===== src/rtl/steal_dma_pkg.sv =====
package steal_dma_pkg;
  localparam int NUM_CH = 4;
  localparam int CH_W = (NUM_CH > 1) ? $clog2(NUM_CH) : 1;

  typedef enum logic [1:0] {
    ST_IDLE  = 2'd0,
    ST_GRANT = 2'd1,
    ST_READ  = 2'd2,
    ST_WRITE = 2'd3
  } dmaState_t;

  typedef struct packed {
    logic            take;  // grant cycle: consume a pending internal trigger
    logic            step;  // write cycle: advance address and count
    logic [CH_W-1:0] ch;
  } dmaStrobe_t;
endpackage


===== src/rtl/steal_dma_ctrl.sv =====
module steal_dma_ctrl
  import steal_dma_pkg::*;
(
  input  logic              clk,
  input  logic              rstN,
  input  logic [NUM_CH-1:0] dreqAsync,
  input  logic [NUM_CH-1:0] chEn,
  input  logic [NUM_CH-1:0] chExt,
  input  logic [NUM_CH-1:0] chPend,
  input  logic [NUM_CH-1:0] chLast,
  output dmaState_t         state,
  output logic [CH_W-1:0]   curCh,
  output dmaStrobe_t        strobe
);
  logic [NUM_CH-1:0] syncA, syncB;
  logic [NUM_CH-1:0] reqRaw, reqEff;
  logic [CH_W-1:0]   winCh;
  logic              canArb;

  // two-stage synchronizer for the external request pins
  always_ff @(posedge clk) begin
    if (!rstN) begin
      syncA <= '0;
      syncB <= '0;
    end else begin
      syncA <= dreqAsync;
      syncB <= syncA;
    end
  end

  assign reqRaw = chEn & ((chExt & syncB) | (~chExt & chPend));

  // a channel finishing its block must not be granted again
  always_comb begin
    reqEff = reqRaw;
    if (state == ST_WRITE && chLast[curCh]) reqEff[curCh] = 1'b0;
  end

  // fixed priority: lowest index wins
  always_comb begin
    winCh = '0;
    for (int i = NUM_CH - 1; i >= 0; i--) begin
      if (reqEff[i]) winCh = CH_W'(i);
    end
  end

  assign canArb = (state == ST_IDLE) || (state == ST_WRITE);

  always_ff @(posedge clk) begin
    if (!rstN) begin
      state <= ST_IDLE;
      curCh <= '0;
    end else begin
      case (state)
        ST_GRANT: state <= ST_READ;
        ST_READ:  state <= ST_WRITE;
        default: begin
          if (canArb && (|reqEff)) begin
            state <= ST_GRANT;
            curCh <= winCh;
          end else begin
            state <= ST_IDLE;
          end
        end
      endcase
    end
  end

  assign strobe.take = (state == ST_GRANT);
  assign strobe.step = (state == ST_WRITE);
  assign strobe.ch   = curCh;
endmodule


===== src/rtl/steal_dma_regs.sv =====
module steal_dma_regs
  import steal_dma_pkg::*;
#(
  parameter int ADDR_W = 16,
  parameter int CNT_W  = 8
) (
  input  logic              clk,
  input  logic              rstN,
  input  dmaStrobe_t        strobe,
  input  logic [NUM_CH-1:0] swTrig,
  input  logic              cfgWe,
  input  logic [CH_W-1:0]   cfgCh,
  input  logic [ADDR_W-1:0] cfgAddr,
  input  logic [CNT_W-1:0]  cfgCount,
  input  logic              cfgWord,
  input  logic              cfgExt,
  input  logic              cfgEn,
  input  logic              cfgIntEn,
  input  logic [CH_W-1:0]   rdCh,
  output logic [NUM_CH-1:0] chEn,
  output logic [NUM_CH-1:0] chExt,
  output logic [NUM_CH-1:0] chPend,
  output logic [NUM_CH-1:0] chLast,
  output logic [NUM_CH-1:0] irq,
  output logic [ADDR_W-1:0] memAddr,
  output logic [ADDR_W-1:0] rdAddr,
  output logic [CNT_W-1:0]  rdCount
);
  logic [ADDR_W-1:0] addrV [NUM_CH];
  logic [CNT_W-1:0]  cntV  [NUM_CH];

  for (genvar i = 0; i < NUM_CH; i++) begin : gChan
    logic [ADDR_W-1:0] addrQ;
    logic [CNT_W-1:0]  cntQ;
    logic              wordQ, extQ, enQ, intEnQ, pendQ;
    logic              hit, loadHit;

    assign hit     = (strobe.ch == CH_W'(i));
    assign loadHit = cfgWe && (cfgCh == CH_W'(i));

    always_ff @(posedge clk) begin
      if (!rstN) begin
        addrQ  <= '0;
        cntQ   <= '0;
        wordQ  <= 1'b0;
        extQ   <= 1'b0;
        enQ    <= 1'b0;
        intEnQ <= 1'b0;
        pendQ  <= 1'b0;
      end else if (loadHit) begin
        addrQ  <= cfgAddr;
        cntQ   <= cfgCount;
        wordQ  <= cfgWord;
        extQ   <= cfgExt;
        enQ    <= cfgEn;
        intEnQ <= cfgIntEn;
        pendQ  <= 1'b0;
      end else begin
        if (strobe.step && hit) begin
          addrQ <= addrQ + (wordQ ? ADDR_W'(2) : ADDR_W'(1));
          cntQ  <= cntQ - CNT_W'(1);
          if (cntQ == CNT_W'(1)) enQ <= 1'b0;
        end
        if (strobe.take && hit) pendQ <= 1'b0;
        else if (swTrig[i] && enQ) pendQ <= 1'b1;
      end
    end

    assign chEn[i]   = enQ;
    assign chExt[i]  = extQ;
    assign chPend[i] = pendQ;
    assign chLast[i] = (cntQ == CNT_W'(1));
    assign irq[i]    = intEnQ & ~enQ;
    assign addrV[i]  = addrQ;
    assign cntV[i]   = cntQ;
  end

  assign memAddr = addrV[strobe.ch];
  assign rdAddr  = addrV[rdCh];
  assign rdCount = cntV[rdCh];
endmodule


===== src/rtl/steal_dma.sv =====
module steal_dma
  import steal_dma_pkg::*;
#(
  parameter int                ADDR_W  = 16,
  parameter int                CNT_W   = 8,
  parameter logic [ADDR_W-1:0] IO_BASE = 'hFF00
) (
  input  logic              clk,
  input  logic              rstN,
  input  logic [NUM_CH-1:0] swTrig,
  input  logic [NUM_CH-1:0] dreq,
  input  logic              cfgWe,
  input  logic [CH_W-1:0]   cfgCh,
  input  logic [ADDR_W-1:0] cfgAddr,
  input  logic [CNT_W-1:0]  cfgCount,
  input  logic              cfgWord,
  input  logic              cfgExt,
  input  logic              cfgEn,
  input  logic              cfgIntEn,
  input  logic [CH_W-1:0]   rdCh,
  output logic [ADDR_W-1:0] rdAddr,
  output logic [CNT_W-1:0]  rdCount,
  output logic              busRd,
  output logic              busWr,
  output logic [ADDR_W-1:0] busAddr,
  output logic [CH_W-1:0]   busCh,
  output logic              tend,
  output logic [NUM_CH-1:0] irq
);
  dmaState_t         state;
  logic [CH_W-1:0]   curCh;
  dmaStrobe_t        strobe;
  logic [NUM_CH-1:0] chEn, chExt, chPend, chLast;
  logic [ADDR_W-1:0] memAddr;

  steal_dma_ctrl u_ctrl (
    .clk(clk), .rstN(rstN), .dreqAsync(dreq), .chEn(chEn), .chExt(chExt),
    .chPend(chPend), .chLast(chLast), .state(state), .curCh(curCh), .strobe(strobe)
  );

  steal_dma_regs #(.ADDR_W(ADDR_W), .CNT_W(CNT_W)) u_regs (
    .clk(clk), .rstN(rstN), .strobe(strobe), .swTrig(swTrig), .cfgWe(cfgWe),
    .cfgCh(cfgCh), .cfgAddr(cfgAddr), .cfgCount(cfgCount), .cfgWord(cfgWord),
    .cfgExt(cfgExt), .cfgEn(cfgEn), .cfgIntEn(cfgIntEn), .rdCh(rdCh),
    .chEn(chEn), .chExt(chExt), .chPend(chPend), .chLast(chLast), .irq(irq),
    .memAddr(memAddr), .rdAddr(rdAddr), .rdCount(rdCount)
  );

  assign busRd   = (state == ST_READ);
  assign busWr   = (state == ST_WRITE);
  assign busCh   = curCh;
  assign busAddr = busRd ? (IO_BASE + ADDR_W'(curCh)) : memAddr;
  assign tend    = busWr & chExt[curCh] & chLast[curCh];
endmodule


===== config.mk =====
export PLATFORM = sky130hd
export DESIGN_NAME = steal_dma
export DESIGN_NICKNAME = d
export VERILOG_FILES = /design/src/rtl/steal_dma_pkg.sv /design/src/rtl/steal_dma_ctrl.sv /design/src/rtl/steal_dma_regs.sv /design/src/rtl/steal_dma.sv
export SDC_FILE = /design/constraint.sdc
export NUM_CORES = 1
export LEC_CHECK = 0
export BUFFER_PORTS_ARGS = -buffer_cell sky130_fd_sc_hd__buf_2
export CAP_MARGIN = 20
export CORE_MARGIN = 4
export CORE_UTILIZATION = 64
export DETAILED_ROUTE_END_ITERATION = 12
export PLACE_DENSITY = 0.89
export SLEW_MARGIN = 20
export SYNTH_ARGS = -nofsm -noshare
export SYNTH_HDL_FRONTEND = slang
export SYNTH_HIERARCHICAL = 1
export SYNTH_SLANG_ARGS = --single-unit

===== constraint.sdc =====
create_clock -name clk -period 7.5 [get_ports clk]
set_clock_uncertainty 0.1 [all_clocks]
set_input_delay 0.375 -clock clk [delete_from_list [all_inputs] [get_ports clk]]
set_output_delay 0.375 -clock clk [all_outputs]
set_load 0.05 [all_outputs]

# After elaboration in Yosys (flattened, before gate mapping)
# Index checks and enable logic that the tools add are counted.
[totals]
ff_bits = 128
out_inout_bits = 49
wordCells = 176
[classes]
add_sub_neg = 9
order_cmp = 4
eq_ne = 13
n_mux = 55
bitwise = 21
n_reduce_logical = 42
[op_table]
columns = ["cell", "n"]
rows = [
  ["16-bit two-way mux", 13],
  ["8-bit two-way mux", 10],
  ["16-bit adder", 4],
  ["16-bit binary-select mux with 2-bit select", 2],
  ["8-bit by 1-bit == test with 1-bit output, second input constant", 4],
  ["8-bit by 1-bit subtractor with 8-bit output, second input constant", 4],
  ["1-bit logical AND", 19],
  ["4-bit AND", 4],
  ["8-bit binary-select mux with 2-bit select", 1],
  ["1-bit two-way mux", 16],
  ["2-bit two-way mux", 8],
  ["2-bit nonzero test", 8],
  ["2-bit == test, second input constant", 6],
  ["3-bit OR reduction", 4],
  ["9-bit by 3-bit adder with 10-bit output, first input constant", 1],
  ["2-bit AND reduction", 5],
  ["4-bit NOT", 2],
  ["1-bit AND", 6],
  ["2-bit by 1-bit == test with 1-bit output, second input constant", 3],
  ["3-bit greater-or-equal comparator, second input constant", 2],
  ["2-bit logical NOT", 3],
  ["1-bit NOT", 6],
  ["2-bit NOT with 3-bit output", 2],
  ["1-bit binary-select mux with 2-bit select", 2],
  ["other kinds (9)", 9],
]

# Depth between registers and ports, before layout
[logic_depth]
depth_word = 11
mapped_depth = 9
depth_no_buf = 8

# By module
# Netlist, hierarchy kept.
[by_module_without_submodules]
columns = ["mod", "instances", "cells_per_inst", "area_each_um2", "seq_area_each_um2"]
rows = [
  ["steal_dma_regs", 1, 813, 7131.8, 2322.2],
  ["steal_dma_ctrl", 1, 69, 656.9, 240.2],
  ["steal_dma", 1, 27, 201.4, 0.0],
]

# Least setup slack after synthesis
# No wires, ideal clock.
[synth_path]
path_type = "reg-to-output"
from = "reg u_ctrl.curCh[1]"
to = "out busAddr[8]"
t_arrival_ns = 2.560
slack_ns = 4.465
stages_incl_launch_ff = 7
cell_sequence = "dfxtp_1 -> buf_4 -> buf_2 -> buf_1 -> buf_1 -> mux4_2 -> or2b_1"
[synth_between]
elab_chain_cells = 5
elab_cells_between_ends = 6
[synth_rtl]
columns = ["item", "line_no", "text"]
rows = [
  ["from (decl)", "steal_dma_ctrl.sv:12", "output logic [CH_W-1:0] curCh,"],
  ["from (signal assigned)", "steal_dma_ctrl.sv:60", "curCh <= winCh;"],
  ["2-bit NOT with 3-bit output (implied by the code)", "steal_dma_regs.sv:78", "assign memAddr = addrV[strobe.ch];"],
  ["16-bit binary-select mux with 2-bit select", "steal_dma_regs.sv:78", ""],
  ["16-bit two-way mux (implied by the code) (2 in a row)", "steal_dma_regs.sv:78", ""],
  ["named net memAddr[8]", "steal_dma.sv:34", "logic [ADDR_W-1:0] memAddr;"],
  ["16-bit two-way mux", "steal_dma.sv:52", "assign busAddr = busRd ? (IO_BASE + ADDR_W'(curCh)) : memAddr;"],
  ["to (decl)", "steal_dma.sv:25", "output logic [ADDR_W-1:0] busAddr,"],
]
# The timed path passes the listed nets, and every way through them passes these cells. The select of a mux whose other input is x is not followed.

# Worst setup path after layout
[layout_path]
from = "reg u_regs.gChan[3].cntQ[2]"
to = "out tend"
[layout_between]
elab_chain_cells = 4
[layout_rtl]
columns = ["item", "line_no", "text"]
rows = [
  ["from (decl)", "steal_dma_regs.sv:34", "logic [CNT_W-1:0] cntQ;"],
  ["from (signal assigned)", "steal_dma_regs.sv:52", "cntQ <= cfgCount;"],
  ["from (signal assigned)", "steal_dma_regs.sv:61", "cntQ <= cntQ - CNT_W'(1);"],
  ["8-bit by 1-bit == test with 1-bit output", "steal_dma_regs.sv:72", "assign chLast[i] = (cntQ == CNT_W'(1));"],
  ["named net chLast[3]", "steal_dma.sv:33", "logic [NUM_CH-1:0] chEn, chExt, chPend, chLast;"],
  ["1-bit binary-select mux with 2-bit select", "steal_dma.sv:53", "assign tend = busWr & chExt[curCh] & chLast[curCh];"],
  ["1-bit two-way mux (implied by the code)", "steal_dma.sv:53", ""],
  ["1-bit AND", "steal_dma.sv:53", ""],
  ["to (decl)", "steal_dma.sv:27", "output logic tend,"],
]
# The timed path passes the listed nets, and every way through them passes these cells. The select of a mux whose other input is x is not followed.

==> out/results.ini <==
[grt]
grt_pass1_wl_um = 36700
gr-total-overflow = 0
antenna_found_initial = 0
grt_max_degree = 82
first_global_vias = 7148
grt_usage_pct = 32.1

[floorplanning]
dieArea_sq_um = 14300
num_rows = 40
start_util_pct = 66.0
fp.dieW_um = 120
fp.dieH_um = 120
core-area_sq_um = 12100
ios = 92

[power]
peakVddDrop_mv = 0.169
seqPwrFrac_pct = 39.4
total_power_mw = 1.92
power.internal_mw = 1.41
power_density_nw_per_um2 = 213
p_sw_mw = 0.512
clkPwrFrac_pct = 48.6
switching_share_pct = 26.7
combPwrFrac_pct = 12.1
power_leakage_nw = 3.20

[logic_synthesis]
ys_warn_count = 6
netlist-cell-type-count = 64
ys_seq_area_share_pct = 32.1
ys_dominant_reg_cell = dfxtp_1
synth-seq-cells = 128
netlist_area_sq_um = 7990
avgSynthCellArea_sq_um = 8.79
synth_edf_count = 0
postSynthCellCount = 909
syn_nets = 975
synthArstFlopShare_pct = 0

[sta]
tns_ps = 0
fmax_mhz = 285
period_share_pct = 46.8
fin_crit_ps = 3510
setup_viol = 0
drv_slew = 0
slew_headroom_pct = 18.5
hold_viol = 0
setup_ws_ps = 3990
rsz0062_at_grt = false
worst_slew_pin_slew_ps = 1220

[finish]
drive_gt1_share_pct = 20.1
n_antenna_cell = 0
utilization_pct = 74.4
area_delta_synth_final_pct = 12.7
layoutNonFillerInstCount = 1128
multi_input_area_sq_um = 4950
regArea_sq_um = 2560
fill_cells = 861
fin_nets = 1013

[routing]
route.detailed.drc = 0
totalWireLength_um = 23400
viasPerCell = 6.75
ant_nets = 0
drtIter0Drc = 1185
vias = 7614
dr.pass1.iters = 9
avgRoutedWirePerCell_um = 20.7

[outcome]
status = finished, final reports clean

[clock_network]
ctsResizeCount = 0
clock_latency_ps = 430
clk_path_buf_depth = 2
postCtsSetupBuffers = 0
cts_root_buffer = clkbuf_16
numCtsBuffers = 17
h-tree-depth = 4
clkSlewWorstSetupHoldPaths_ps = 60
cts_tree = done
holdBufCountCts = 0
clock_sinks = 128

[flow_run]
drv_cap = 0

[setup_path]
startpoint_type = flop
cp-end-kind = output pin
endpoint = tend
r2r-end = u_regs/gChan[0].addrQ[15]$_SDFFE_PN0P_
r2r_slack_ps = 4220
cp-startpoint = u_regs/gChan[3].cntQ[2]$_SDFFE_PN0P_
worst_r2r_path_depth = 5
crit_arrival_ps = 3040
r2r_start = u_ctrl/state[1]$_SDFF_PN0_
worstSetupPathType = reg2out
required_ps = 7030
cp_max_fo = 6

[worst_hold_path]
hp-class = in2reg

[place]
pre_cts_slack_ps = 4370
dp_hpwl_um = 15200
port_buffers = 91
dp_cells = 1096
gp_congestion = 0.941

[kinds of logic after synthesis]
logic type,share of synthesized area [%]
AOI/OAI and AO/OA,17.5
DFF,32.1
muxes,13.1
xor gates and xnor gates,6.25
and+or+nand+nor,21.1
adders and majority gates,3.98
buffers and inverters,5.98
[sequential cells by signal, summed over array words and instances, names as in the netlist]
signal	cells
u_ctrl/curCh	2
u_ctrl/state	2
u_ctrl/syncA	4
u_ctrl/syncB	4
u_regs/gChan.addrQ	64
u_regs/gChan.cntQ	32
u_regs/gChan.enQ	4
u_regs/gChan.extQ	4
u_regs/gChan.intEnQ	4
u_regs/gChan.pendQ	4
u_regs/gChan.wordQ	4
[cells in the mapped netlist, drive strengths merged (8+ instances only)]
master  instances  area, sq um
dfxtp         128         2560
nand2          89          334
o21ai          81          405
a21oi          75          375
clkbuf         53          199
mux4           40          901
nor2           37          139
xnor2          35          307
inv            31          116
buf            25          163
nor3           24          125
xor2           22          193
nand3          20          105
ha             19          238
a31oi          18          113
or3            17          106
a211oi         16          120
and2           16          103
nand4          13         81.3
a311oi         12          105
nor4           12         75.1
o211ai         11         82.6
or4            10         75.1
and3            8         50.1
mux2i           8         80.1
nand2b          8         57.6
nand3b          8         60.1
[metrics by stage]
| stage | hold slack, ps | instance area [sq um] |
|---|---|---|
| after floorplan | 306 | 7990 |
| after global placement | 311 | 8350 |
| after detailed placement | 317 | 8350 |
| after CTS | 51.8 | 9010 |
| after global routing | 48.6 | 9010 |
| final | 55.3 | 9010 |
[power by group through the flow]
stage / logic [mW] / clock network [mW] / registers (mW)
finish: 0.232 / 0.931 / 0.755
global placement: 0.222 / 0 / 0.765
floorplan: 0.176 / 0 / 0.752
detailed placement: 0.227 / 0 / 0.766
CTS: 0.230 / 0.932 / 0.752
global route: 0.248 / 0.966 / 0.759
[critical path, stage by stage, from the launching register on]
cell and delay, ps:
dfxtp_1 360, or4_1 600, nor4b_1 820, nand3_1 210, o211ai_1 160, o211a_1 200, buf_2 260
[per-layer routing]
metal / share of wire [%] / global-route usage, % / up-vias
li1: - / - / 3416
met1: 38 / 40.0 / 3615
met2: 48 / 52.4 / 497
met3: 11 / 7.68 / 86
met4: 3.4 / 15.7 / 0
met5: 0 / 0 / -
[layout by cell type (no fill, tap or decap), types with 4 or more instances in the layout]
cell         n
clkbuf_16   17
nand3_1     18
and2_1      14
or2b_1       5
o31ai_1      5
dfxtp_1    126
xnor2_1     35
fa_1         4
buf_4        6
and3_1       8
nor2_1      37
nor4b_1      6
and4_1       7
o211ai_1    11
nand2_1     89
nor4_1      12
ha_1        19
bufinv_16    5
or3_1       17
a31oi_1     18
buf_2       91
or4_1       10
nand3b_1     8
mux4_2      40
and3b_1      4
inv_1       31
a311oi_1    12
a211oi_1    16
nor2b_1      7
o21ai_0     81
nand2b_1     7
nor3_1      23
xor2_1      22
nand4_1     13
mux2i_1      8
a21oi_1     75
[final cells by class]
type / count / area share (%)
multi-input cells: 672 / 55.0
flip-flops and latches: 128 / 28.5
repair buffers: 97 / 5.56
clock buffers: 19 / 5.03
well taps: 168 / 2.33
clock inverters: 13 / 2.31
inverters: 31 / 1.29
[how the worst min path moves through the flow]
| stage | start | to | cells past startpoint |
|---|---|---|---|
| 2_1_floorplan | u_ctrl/syncA[0]$_SDFF_PN0_ | u_ctrl/syncB[0]$_SDFF_PN0_ | 1 |
| 3_3_place_gp | u_ctrl/syncA[0]$_SDFF_PN0_ | u_ctrl/syncB[0]$_SDFF_PN0_ | 1 |
| 3_5_place_dp | u_ctrl/syncA[1]$_SDFF_PN0_ | u_ctrl/syncB[1]$_SDFF_PN0_ | 1 |
| 4_1_cts | dreq[0] | u_ctrl/syncA[0]$_SDFF_PN0_ | 2 |
| 5_1_grt | dreq[3] | u_ctrl/syncA[3]$_SDFF_PN0_ | 2 |
| 6_report | dreq[0] | u_ctrl/syncA[0]$_SDFF_PN0_ | 2 |
(Power assumes the default switching activity.)
